**config.mk**
```make
export PLATFORM = sky130hd
export DESIGN_NAME = dcdc_mode_ctrl
export DESIGN_NICKNAME = d
export VERILOG_FILES = /design/src/rtl/dcdc_pkg.sv /design/src/rtl/dcdc_cfg_reg.sv /design/src/rtl/dcdc_conv_ctrl.sv /design/src/rtl/dcdc_mode_ctrl.sv
export SDC_FILE = /design/constraint.sdc
export NUM_CORES = 1
export LEC_CHECK = 0
export BUFFER_PORTS_ARGS = -buffer_cell sky130_fd_sc_hd__buf_2
export CAP_MARGIN = 25
export CORE_UTILIZATION = 60
export CTS_BUF_LIST = sky130_fd_sc_hd__clkbuf_8
export CTS_CLUSTER_DIAMETER = 40
export CTS_CLUSTER_SIZE = 20
export DETAILED_ROUTE_END_ITERATION = 7
export PLACE_DENSITY_LB_ADDON = 0.05
export SLEW_MARGIN = 20
export SYNTH_ARGS = -nofsm -noshare
export SYNTH_HDL_FRONTEND = slang
export SYNTH_HIERARCHICAL = 1
export SYNTH_SLANG_ARGS = --single-unit
```
**constraint.sdc**
```tcl
create_clock -name clk -period 2.35 [get_ports clk]
set_clock_uncertainty 0.05 [all_clocks]
set_input_delay 0.235 -clock clk [delete_from_list [all_inputs] [get_ports clk]]
set_output_delay 0.235 -clock clk [all_outputs]
set_load 0.01 [all_outputs]
```
**src/rtl/dcdc_pkg.sv**
```systemverilog
package dcdc_pkg;
    localparam int FIELD_W     = 8;
    localparam int FREQ_CODE_W = 4;
    localparam int BIT_RDIS    = 0;
    localparam int BIT_EN      = 1;
    localparam int BIT_PFM     = 2;
    localparam int CODE_LSB    = 4;

    typedef enum logic [2:0] {
        S_OFF,
        S_PWM,
        S_PFM_WAIT,
        S_PFM_PULSE,
        S_PFM_REST
    } conv_state_e;

    typedef struct packed {
        logic [FREQ_CODE_W-1:0] code;
        logic                   pfm;
        logic                   en;
        logic                   rect_dis;
    } conv_cfg_t;
endpackage

```
**src/rtl/dcdc_cfg_reg.sv**
```systemverilog
module dcdc_cfg_reg
    import dcdc_pkg::*;
#(
    parameter int N_CONV = 2
) (
    input  logic                          clk,
    input  logic                          rst_n,
    input  logic                          we_i,
    input  logic [N_CONV*FIELD_W-1:0]     wdata_i,
    output conv_cfg_t [N_CONV-1:0]        cfg_o
);
    always_ff @(posedge clk or negedge rst_n) begin
        if (!rst_n) begin
            for (int i = 0; i < N_CONV; i++) begin
                cfg_o[i] <= '{code: '0, pfm: 1'b0, en: 1'b1, rect_dis: 1'b0};
            end
        end else if (we_i) begin
            for (int i = 0; i < N_CONV; i++) begin
                cfg_o[i].rect_dis <= wdata_i[i*FIELD_W+BIT_RDIS];
                cfg_o[i].en       <= wdata_i[i*FIELD_W+BIT_EN];
                cfg_o[i].pfm      <= wdata_i[i*FIELD_W+BIT_PFM];
                cfg_o[i].code     <= wdata_i[i*FIELD_W+CODE_LSB +: FREQ_CODE_W];
            end
        end
    end

    for (genvar g = 0; g < N_CONV; g++) begin : g_chk
        p_write_lands_r2: assert property (@(posedge clk) disable iff (!rst_n)
            we_i |=> (cfg_o[g].pfm == $past(wdata_i[g*FIELD_W+BIT_PFM]))
                  && (cfg_o[g].code == $past(wdata_i[g*FIELD_W+CODE_LSB +: FREQ_CODE_W])))
            else $error("R2 configuration write did not land");
    end
endmodule

```
**src/rtl/dcdc_conv_ctrl.sv**
```systemverilog
module dcdc_conv_ctrl
    import dcdc_pkg::*;
#(
    parameter int DIV_BASE = 4,
    parameter int MIN_OFF  = 3
) (
    input  logic      clk,
    input  logic      rst_n,
    input  logic      pin_en_i,
    input  conv_cfg_t cfg_i,
    input  logic      tick_i,
    input  logic      out_low_i,
    input  logic      sw_above_i,
    input  logic      i_below_i,
    output logic      gate_o,
    output logic      rect_on_o,
    output logic      pwm_req_o
);
    localparam int PER_W = $clog2(DIV_BASE + (1 << FREQ_CODE_W) + 1);
    localparam int OFF_W = $clog2(MIN_OFF + 1);
    localparam logic [OFF_W-1:0] OFF_LOAD = OFF_W'(MIN_OFF);
    localparam logic [OFF_W-1:0] OFF_LAST = OFF_W'(1);

    conv_state_e      state_q, state_d;
    logic [PER_W-1:0] cnt_q, period_q, period_new;
    logic [OFF_W-1:0] rest_q;
    logic             rect_q, active, pwm_hi;

    assign active     = pin_en_i & cfg_i.en;
    assign period_new = PER_W'(DIV_BASE) + PER_W'(cfg_i.code);

    always_ff @(posedge clk or negedge rst_n) begin
        if (!rst_n) state_q <= S_OFF;
        else        state_q <= state_d;
    end

    always_comb begin
        state_d = state_q;
        if (!active) begin
            state_d = S_OFF;
        end else begin
            unique case (state_q)
                S_OFF:       state_d = cfg_i.pfm ? S_PFM_WAIT : S_PWM;
                S_PWM:       if (cfg_i.pfm) state_d = S_PFM_WAIT;
                S_PFM_WAIT: begin
                    if (!cfg_i.pfm)     state_d = S_PWM;
                    else if (out_low_i) state_d = S_PFM_PULSE;
                end
                S_PFM_PULSE: state_d = S_PFM_REST;
                S_PFM_REST:  if (rest_q == OFF_LAST) state_d = cfg_i.pfm ? S_PFM_WAIT : S_PWM;
                default:     state_d = S_OFF;
            endcase
        end
    end

    always_ff @(posedge clk or negedge rst_n) begin
        if (!rst_n) begin
            cnt_q    <= '0;
            period_q <= PER_W'(DIV_BASE);
            rest_q   <= '0;
            rect_q   <= 1'b0;
        end else begin
            if (state_q == S_PWM) begin
                if (tick_i) begin
                    if (cnt_q == period_q - 1'b1) begin
                        cnt_q    <= '0;
                        period_q <= period_new;
                    end else begin
                        cnt_q <= cnt_q + 1'b1;
                    end
                end
            end else begin
                cnt_q    <= '0;
                period_q <= period_new;
            end
            if (state_q == S_PFM_PULSE)     rest_q <= OFF_LOAD;
            else if (state_q == S_PFM_REST) rest_q <= rest_q - 1'b1;
            if (!active || cfg_i.rect_dis || i_below_i) rect_q <= 1'b0;
            else if (sw_above_i)                        rect_q <= 1'b1;
        end
    end

    always_comb begin
        pwm_hi = cnt_q < (period_q >> 1);
        unique case (state_q)
            S_PWM:       gate_o = active & pwm_hi;
            S_PFM_PULSE: gate_o = active;
            default:     gate_o = 1'b0;
        endcase
        rect_on_o = ~active | (~cfg_i.rect_dis & rect_q);
        pwm_req_o = active & ~cfg_i.pfm;
    end

    p_pulse_then_rest_r9: assert property (@(posedge clk) disable iff (!rst_n)
        (state_q == S_PFM_PULSE && active) |=> state_q == S_PFM_REST)
        else $error("R9 pulse not followed by off-time");
    p_no_gate_after_pulse_r9: assert property (@(posedge clk) disable iff (!rst_n)
        (state_q == S_PFM_PULSE) |=> !gate_o)
        else $error("R9 gate high right after pulse");
    p_period_at_boundary_r5: assert property (@(posedge clk) disable iff (!rst_n)
        (!$stable(period_q) && $past(state_q) == S_PWM) |-> cnt_q == '0)
        else $error("R5 period changed mid-period");
    p_cnt_in_period_r5: assert property (@(posedge clk) disable iff (!rst_n)
        (state_q == S_PWM) |-> cnt_q < period_q)
        else $error("R5 count beyond period");
endmodule

```
**src/rtl/dcdc_mode_ctrl.sv**
```systemverilog
module dcdc_mode_ctrl
    import dcdc_pkg::*;
#(
    parameter int N_CONV   = 2,
    parameter int DIV_BASE = 4,
    parameter int MIN_OFF  = 3
) (
    input  logic                      clk,
    input  logic                      rst_n,
    input  logic                      en_pin,
    input  logic                      cfg_we,
    input  logic [N_CONV*FIELD_W-1:0] cfg_wdata,
    input  logic                      codec_en,
    input  logic                      xtal_tick,
    input  logic                      codec_tick,
    input  logic                      ext_xtal_need,
    input  logic [N_CONV-1:0]         out_low,
    input  logic [N_CONV-1:0]         sw_above,
    input  logic [N_CONV-1:0]         i_below,
    output logic [N_CONV-1:0]         gate,
    output logic [N_CONV-1:0]         rect_on,
    output logic                      clk_sel,
    output logic                      xtal_req
);
    conv_cfg_t [N_CONV-1:0] cfg;
    logic      [N_CONV-1:0] pwm_req;
    logic                   tick;

    assign clk_sel  = codec_en;
    assign tick     = codec_en ? codec_tick : xtal_tick;
    assign xtal_req = ext_xtal_need | (|pwm_req);

    dcdc_cfg_reg #(.N_CONV(N_CONV)) u_cfg (
        .clk    (clk),
        .rst_n  (rst_n),
        .we_i   (cfg_we),
        .wdata_i(cfg_wdata),
        .cfg_o  (cfg)
    );

    for (genvar g = 0; g < N_CONV; g++) begin : g_conv
        dcdc_conv_ctrl #(.DIV_BASE(DIV_BASE), .MIN_OFF(MIN_OFF)) u_conv (
            .clk       (clk),
            .rst_n     (rst_n),
            .pin_en_i  (en_pin),
            .cfg_i     (cfg[g]),
            .tick_i    (tick),
            .out_low_i (out_low[g]),
            .sw_above_i(sw_above[g]),
            .i_below_i (i_below[g]),
            .gate_o    (gate[g]),
            .rect_on_o (rect_on[g]),
            .pwm_req_o (pwm_req[g])
        );
    end
endmodule

```
==> flow_summary.yaml, run 1 <==
die:
  num_io_pins: 36
  core_area_um2: 4140
  dieArea_um2: 4760
  die_y_um: 69.0
  rows: 23
  die_x_um: 69.0
  start_util: 0.649
timing:
  fin_ws_ns: 0.109
  finalMaxSlewViolations: 0
  period_minus_slack_ns: 2.24
  hold_ws_ns: 0.0320
  setup_viol: 0
  rsz0062_at_grt: "false"
  fin_tns_setup_ns: 0
  maxSlewHeadroom: 0.629
  tightest_slew_ns: 0.555
  period_share: 0.953
  hold_viol: 0
  fmax_mhz: 446
placed_design:
  place_hpwl_um: 3560
  preCtsSetupSlack_ns: 0.167
  placed_area_um2: 2870
  gp_congestion: 0.793
  numPortBuffers: 33
yosys:
  syn_avg_cell_area_um2: 10.5
  synth_nets: 299
  synth_cells: 255
  synth.cell_area_um2: 2690
  ys_warn_count: 6
  ys_types: 42
  synth-seq-area-share: 0.430
  async_reset_ff_frac: 1.00
  ys_seq_elements: 46
  ys.flop_type: "dfrtp_1"
  synth_enable_flop_cells: 0
setup_path:
  cp.required_ns: 2.07
  endpoint_kind: "output port"
  arrival_ns: 1.96
  crit_path_start_kind: "flip-flop"
  worstSetupPathType: "flip-flop to output port"
  path_max_fanout: 4
clock_network:
  clockBufferDepth: 2
  clk_latency_ns: 0.30
  cts.clk_slew.worst_paths_ns: 0.09
  cts_buffers: 5
  htree_levels: 2
  cts.sinks: 46
  clock-root-buffer: "clkbuf_8"
  cts_tree: "built"
pwr:
  leakage_uw: 0.00146
  p_per_area_nw_per_um2: 629
  ir_drop_v: 0.000379
grt:
  antenna_found_initial: 0
  grt_max_degree: 18
  grt_pass1_vias: 1813
  grt_overflow: 0
  grt_usage: 0.237
  grt_pass1_wl_um: 8170
final_layout:
  area_growth_pct: 11.7
  final_layout_size_suffix_gt1_frac: 0.278
  final_area_um2: 3000
  finalCoreUtilization: 0.725
  diodes: 0
  layout_commonest_cell: "dfrtp_1"
  final_nets: 334
  layout_common_cells: "42 x dfrtp_1, 33 x buf_2, 23 x nand2_1, 18 x inv_1, 16 x a21oi_1"
worst_hold_path:
  hp-class: "input port to flip-flop"
drt:
  routed-wl-met3_um: 234
  drt_iter0_drc: 96
  via_per_inst: 5.71
  drc: 0
  wl_met2_um: 2170
  drt-pass1-iter-count: 4
  routed.top_layer: "met4"
  ant_nets: 0
  wl_um: 4900
  wl_per_cell_um: 14.4
  vias: 1947
  met1_length_um: 2460
status:
  status: "complete, no violations"
flow_run:
  max-cap-violations: 0
[kinds of logic (layout without fill, tap and decap cells)]
kind of cell	count (synthesis)	count (layout)	synth area share
AND/OR/NAND/NOR	86	86	0.170
flip-flops	46	46	0.430
AO/OA/AOI/OAI	45	45	0.128
buffers and inverters	27	63	0.0479
multiplexers	25	25	0.115
adder cells (fa/ha/maj)	14	14	0.0651
XOR/XNOR	12	12	0.0446
[final cells by class]
| cell class | count | area [um2] |
|---|---|---|
| clock buffer | 5 | 68.8 |
| clock inverter | 3 | 41.3 |
| fill | 309 | 1140 |
| inverter | 18 | 67.6 |
| multi-input combinational | 182 | 1410 |
| sequential | 46 | 1160 |
| tap | 50 | 62.6 |
| timing repair buffer | 37 | 198 |
[state kept, by name (all words and copies together) (netlist names)]
register,flops
g_conv.u_conv/rest_q,4
u_cfg/cfg_o,14
g_conv.u_conv/period_q,10
g_conv.u_conv/rect_q,2
g_conv.u_conv/cnt_q,10
g_conv.u_conv/state_q,6
[through the flow]
stage / std cells / total power, uW
after floorplan: 255 / 1220
after global placement: 331 / 1300
after detailed placement: 331 / 1320
after CTS: 340 / 1910
after global routing: 341 / 1990
final: 341 / 1890
[worst max-delay path, stage by stage, from the launching register on]
cell	delay [ns]
dfstp_2	0.56
inv_1	0.06
ha_1	0.27
a21o_1	0.16
a21o_1	0.18
a211oi_2	0.19
o21a_1	0.13
buf_2	0.12
[worst paths after layout]
path	start	endpoint	slack [ns]	depth (start not counted)
max reg2reg	g_conv[1].u_conv/period_q[0]$_DFFE_PN0P_	g_conv[1].u_conv/period_q[4]$_DFFE_PN0P_	0.14	7
min in group asynchronous	rst_n	g_conv[0].u_conv/rest_q[1]$_DFFE_PN0P_	0.34	2
max	g_conv[0].u_conv/period_q[2]$_DFFE_PN1P_	gate[0]	0.11	7
max in group asynchronous	rst_n	g_conv[1].u_conv/period_q[2]$_DFFE_PN1P_	1.29	3
min reg2reg	u_cfg/cfg_o[7]$_DFFE_PN0P_	g_conv[1].u_conv/rect_q$_DFFE_PN0P_	0.42	1
min	i_below[0]	g_conv[0].u_conv/rect_q$_DFFE_PN0P_	0.03	2
[synth_stat cells (2+ instances only)]
library cell  count  area share
a21oi_1          16       0.030
buf_6             3       0.013
inv_1            17       0.024
xnor2_2           2       0.012
o21ai_4           2       0.012
mux2_2           15       0.063
nand3b_1          6       0.017
and3_1            4      0.0093
xnor2_1           4       0.013
nor4_1            6       0.014
a211oi_2          2      0.0093
nand3_1           8       0.015
nand2b_1          4      0.0093
o311ai_4          2       0.020
a21boi_1          2      0.0056
o221ai_1          4       0.013
xor2_1            6       0.020
clkbuf_1          4      0.0056
dfrtp_1          42        0.39
mux2_4            8       0.045
a21o_1            5       0.014
nand4bb_1         2      0.0084
nor3_1            6       0.011
nor2_1           15       0.021
nor3b_1           6       0.017
dfstp_2           4       0.039
nand2_1          23       0.032
or3_1             2      0.0047
ha_1             14       0.065
mux2i_1           2      0.0074
o21ai_0           8       0.015
[power breakdown]
group	switching (uW)	leakage [uW]	internal, uW
combinational	187	0.000838	195
clock	263	0.0000556	313
sequential	70.8	0.000562	859
[metal layers]
layer | GRT usage | up-vias
met5 | 0 | -
met4 | 0.0459 | 0
met3 | 0.0707 | 5
met2 | 0.373 | 46
met1 | 0.325 | 921
li1 | - | 975
[repair_timing]
| action | 4_1_cts | 5_1_grt |
|---|---|---|
| setup endpoints to repair | 1 | 1 |
| hold buffers | 1 | 0 |
| gates cloned | 0 | 0 |
| resized for setup | 1 | 0 |
| buffers inserted | 0 | 1 |
| pin swaps | 0 | 1 |
| hold endpoints to repair | 13 | 0 |
Power figures use the tool's default switching activity.
==> run 2: changes to the inputs <==
CORE_UTILIZATION = 23   (was 60)
==> run 2 against run 1 <==
Against the previous run: final area grew 3.4%; cell count grew 27%; critical path depth is the same; clock power shrank 20%; via count shrank 4.2%; wire length grew 19%; sequential power is essentially flat; sequential share of layout area shrank 1.3 points; non-clock buffer count grew 1; largest power group unchanged.
==> flow_summary.yaml, run 2 (synthesized netlist as in run 1, its figures left out) <==
clock_network:
  cts_tree: "built"
  cts_buffers: 5
  clk_latency_ns: 0.29
  htree_levels: 2
  clock-root-buffer: "clkbuf_8"
  cts.clk_slew.worst_paths_ns: 0.09
  cts.sinks: 46
  clockBufferDepth: 2
final_layout:
  num-fill-cells: 1247
  top_regs: "u_cfg/cfg_o (14), g_conv.u_conv/cnt_q (10), g_conv.u_conv/period_q (10)"
  layout_common_cells: "42 x dfrtp_1, 33 x buf_2, 23 x nand2_1, 19 x inv_1, 16 x a21oi_1"
  diodes: 0
  area_growth_pct: 15.5
  largest_register_ffs: 14
  finalCoreUtilization: 0.272
  final_layout_size_suffix_gt1_frac: 0.275
  fin_cells: 434
  multi_input_area_um2: 1410
  regArea_um2: 1160
  final_nets: 335
  layout_commonest_cell: "dfrtp_1"
  regMostFlops: "u_cfg/cfg_o"
grt:
  grt_pass1_vias: 1897
  grt_max_degree: 29
  antenna_found_initial: 0
  grt_overflow: 0
  grt_pass1_wl_um: 9840
  grt_usage: 0.107
setup_path:
  r2r_slack_ns: 0.16
  worstSetupPathType: "flip-flop to output port"
  crit_path_start_kind: "flip-flop"
  path_max_fanout: 2
  arrival_ns: 1.95
  cp.required_ns: 2.07
  endpoint_kind: "output port"
drt:
  drt_iter0_drc: 132
  drc: 0
  ant_nets: 0
  via_per_inst: 4.30
  wl_um: 5820
  wl_per_cell_um: 13.4
  drt-pass1-iter-count: 4
  vias: 1866
die:
  die_x_um: 110
  die_y_um: 110
  rows: 39
  core_area_um2: 11400
  num_io_pins: 36
  dieArea_um2: 12100
  start_util: 0.236
status:
  status: "complete, no violations"
timing:
  fmax_mhz: 448
  hold_viol: 0
  fin_tns_setup_ns: 0
  period_share: 0.951
  maxSlewHeadroom: 0.616
  period_minus_slack_ns: 2.23
  tightest_slew_ns: 0.572
  finalMaxSlewViolations: 0
  setup_viol: 0
  rsz0062_at_grt: "false"
pwr:
  p_per_area_nw_per_um2: 574
  ir_drop_v: 0.000191
  leakage_uw: 0.00146
placed_design:
  place_hpwl_um: 4280
  gp_congestion: 0.717
  place_inst: 424
  numPortBuffers: 33
flow_run:
  max-cap-violations: 0
worst_hold_path:
  hp-class: "input port to flip-flop"
-- run 2: cell types whose count changed in the layout (fill, tap and decap cells not counted), sizes merged --
cell      delta
inv          +1
bufinv       -1
buf          +1
clkinvlp     -1
-- run 2: power breakdown --
group	internal, uW	total [uW]	switching, uW
clock	197	462	265
sequential	858	926	67.8
combinational	199	394	194
total	1250	1780	527
-- run 2: final timing paths --
path                                                          start                                  endpoint  cells past startpoint
max                        g_conv[0].u_conv/period_q[2]$_DFFE_PN1P_                                   gate[0]                      7
min                                                      i_below[0]       g_conv[0].u_conv/rect_q$_DFFE_PN0P_                      2
max reg2reg                g_conv[0].u_conv/period_q[0]$_DFFE_PN0P_  g_conv[0].u_conv/period_q[0]$_DFFE_PN0P_                      7
min reg2reg                              u_cfg/cfg_o[7]$_DFFE_PN0P_       g_conv[1].u_conv/rect_q$_DFFE_PN0P_                      1
max in group asynchronous                                     rst_n  g_conv[0].u_conv/period_q[2]$_DFFE_PN1P_                      3
min in group asynchronous                                     rst_n  g_conv[1].u_conv/period_q[0]$_DFFE_PN0P_                      2
-- run 2: critical path: stages, from the launching register on --
cell and delay (ns):
dfstp_2 0.53, inv_1 0.05, ha_1 0.26, a21o_1 0.15, a21o_1 0.18, a211oi_2 0.24
o21a_1 0.14, buf_2 0.12
-- run 2: cell type report --
type,count,area share
Sequential cell,46,0.372
Multi-Input combinational cell,182,0.454
Timing Repair Buffer,38,0.0701
Clock inverter,2,0.00242
Tap cell,143,0.0576
Clock buffer,5,0.0222
Inverter,18,0.0217
-- run 2: routing by layer --
metal  track usage  vias up  wire (um)
met5             0        -          0
li1              -      968          -
met2         0.153       39       2440
met3        0.0259        4        277
met1         0.159      855       3050
met4        0.0310        0         58
-- run 2: timing repair --
| action | in CTS | in global routing |
|---|---|---|
| endpoints found under the hold margin | 15 | 0 |
| resized for setup | 1 | 0 |
| hold buffers | 1 | 0 |
| buffers inserted | 0 | 2 |
| endpoints found under the setup margin | 1 | 2 |
-- run 2: metrics by stage --
stage	worst slack, ns	cell area, um2	hold WS (ns)	power [uW]
finish	0.116	3110	0.0319	1780
floorplan	0.345	2690	-0.111	1220
global placement	0.152	3000	0.187	1340
global route	0.00361	3110	0.0219	1910
CTS	0.00125	3090	0.0158	1820
detailed placement	0.147	3000	0.182	1340
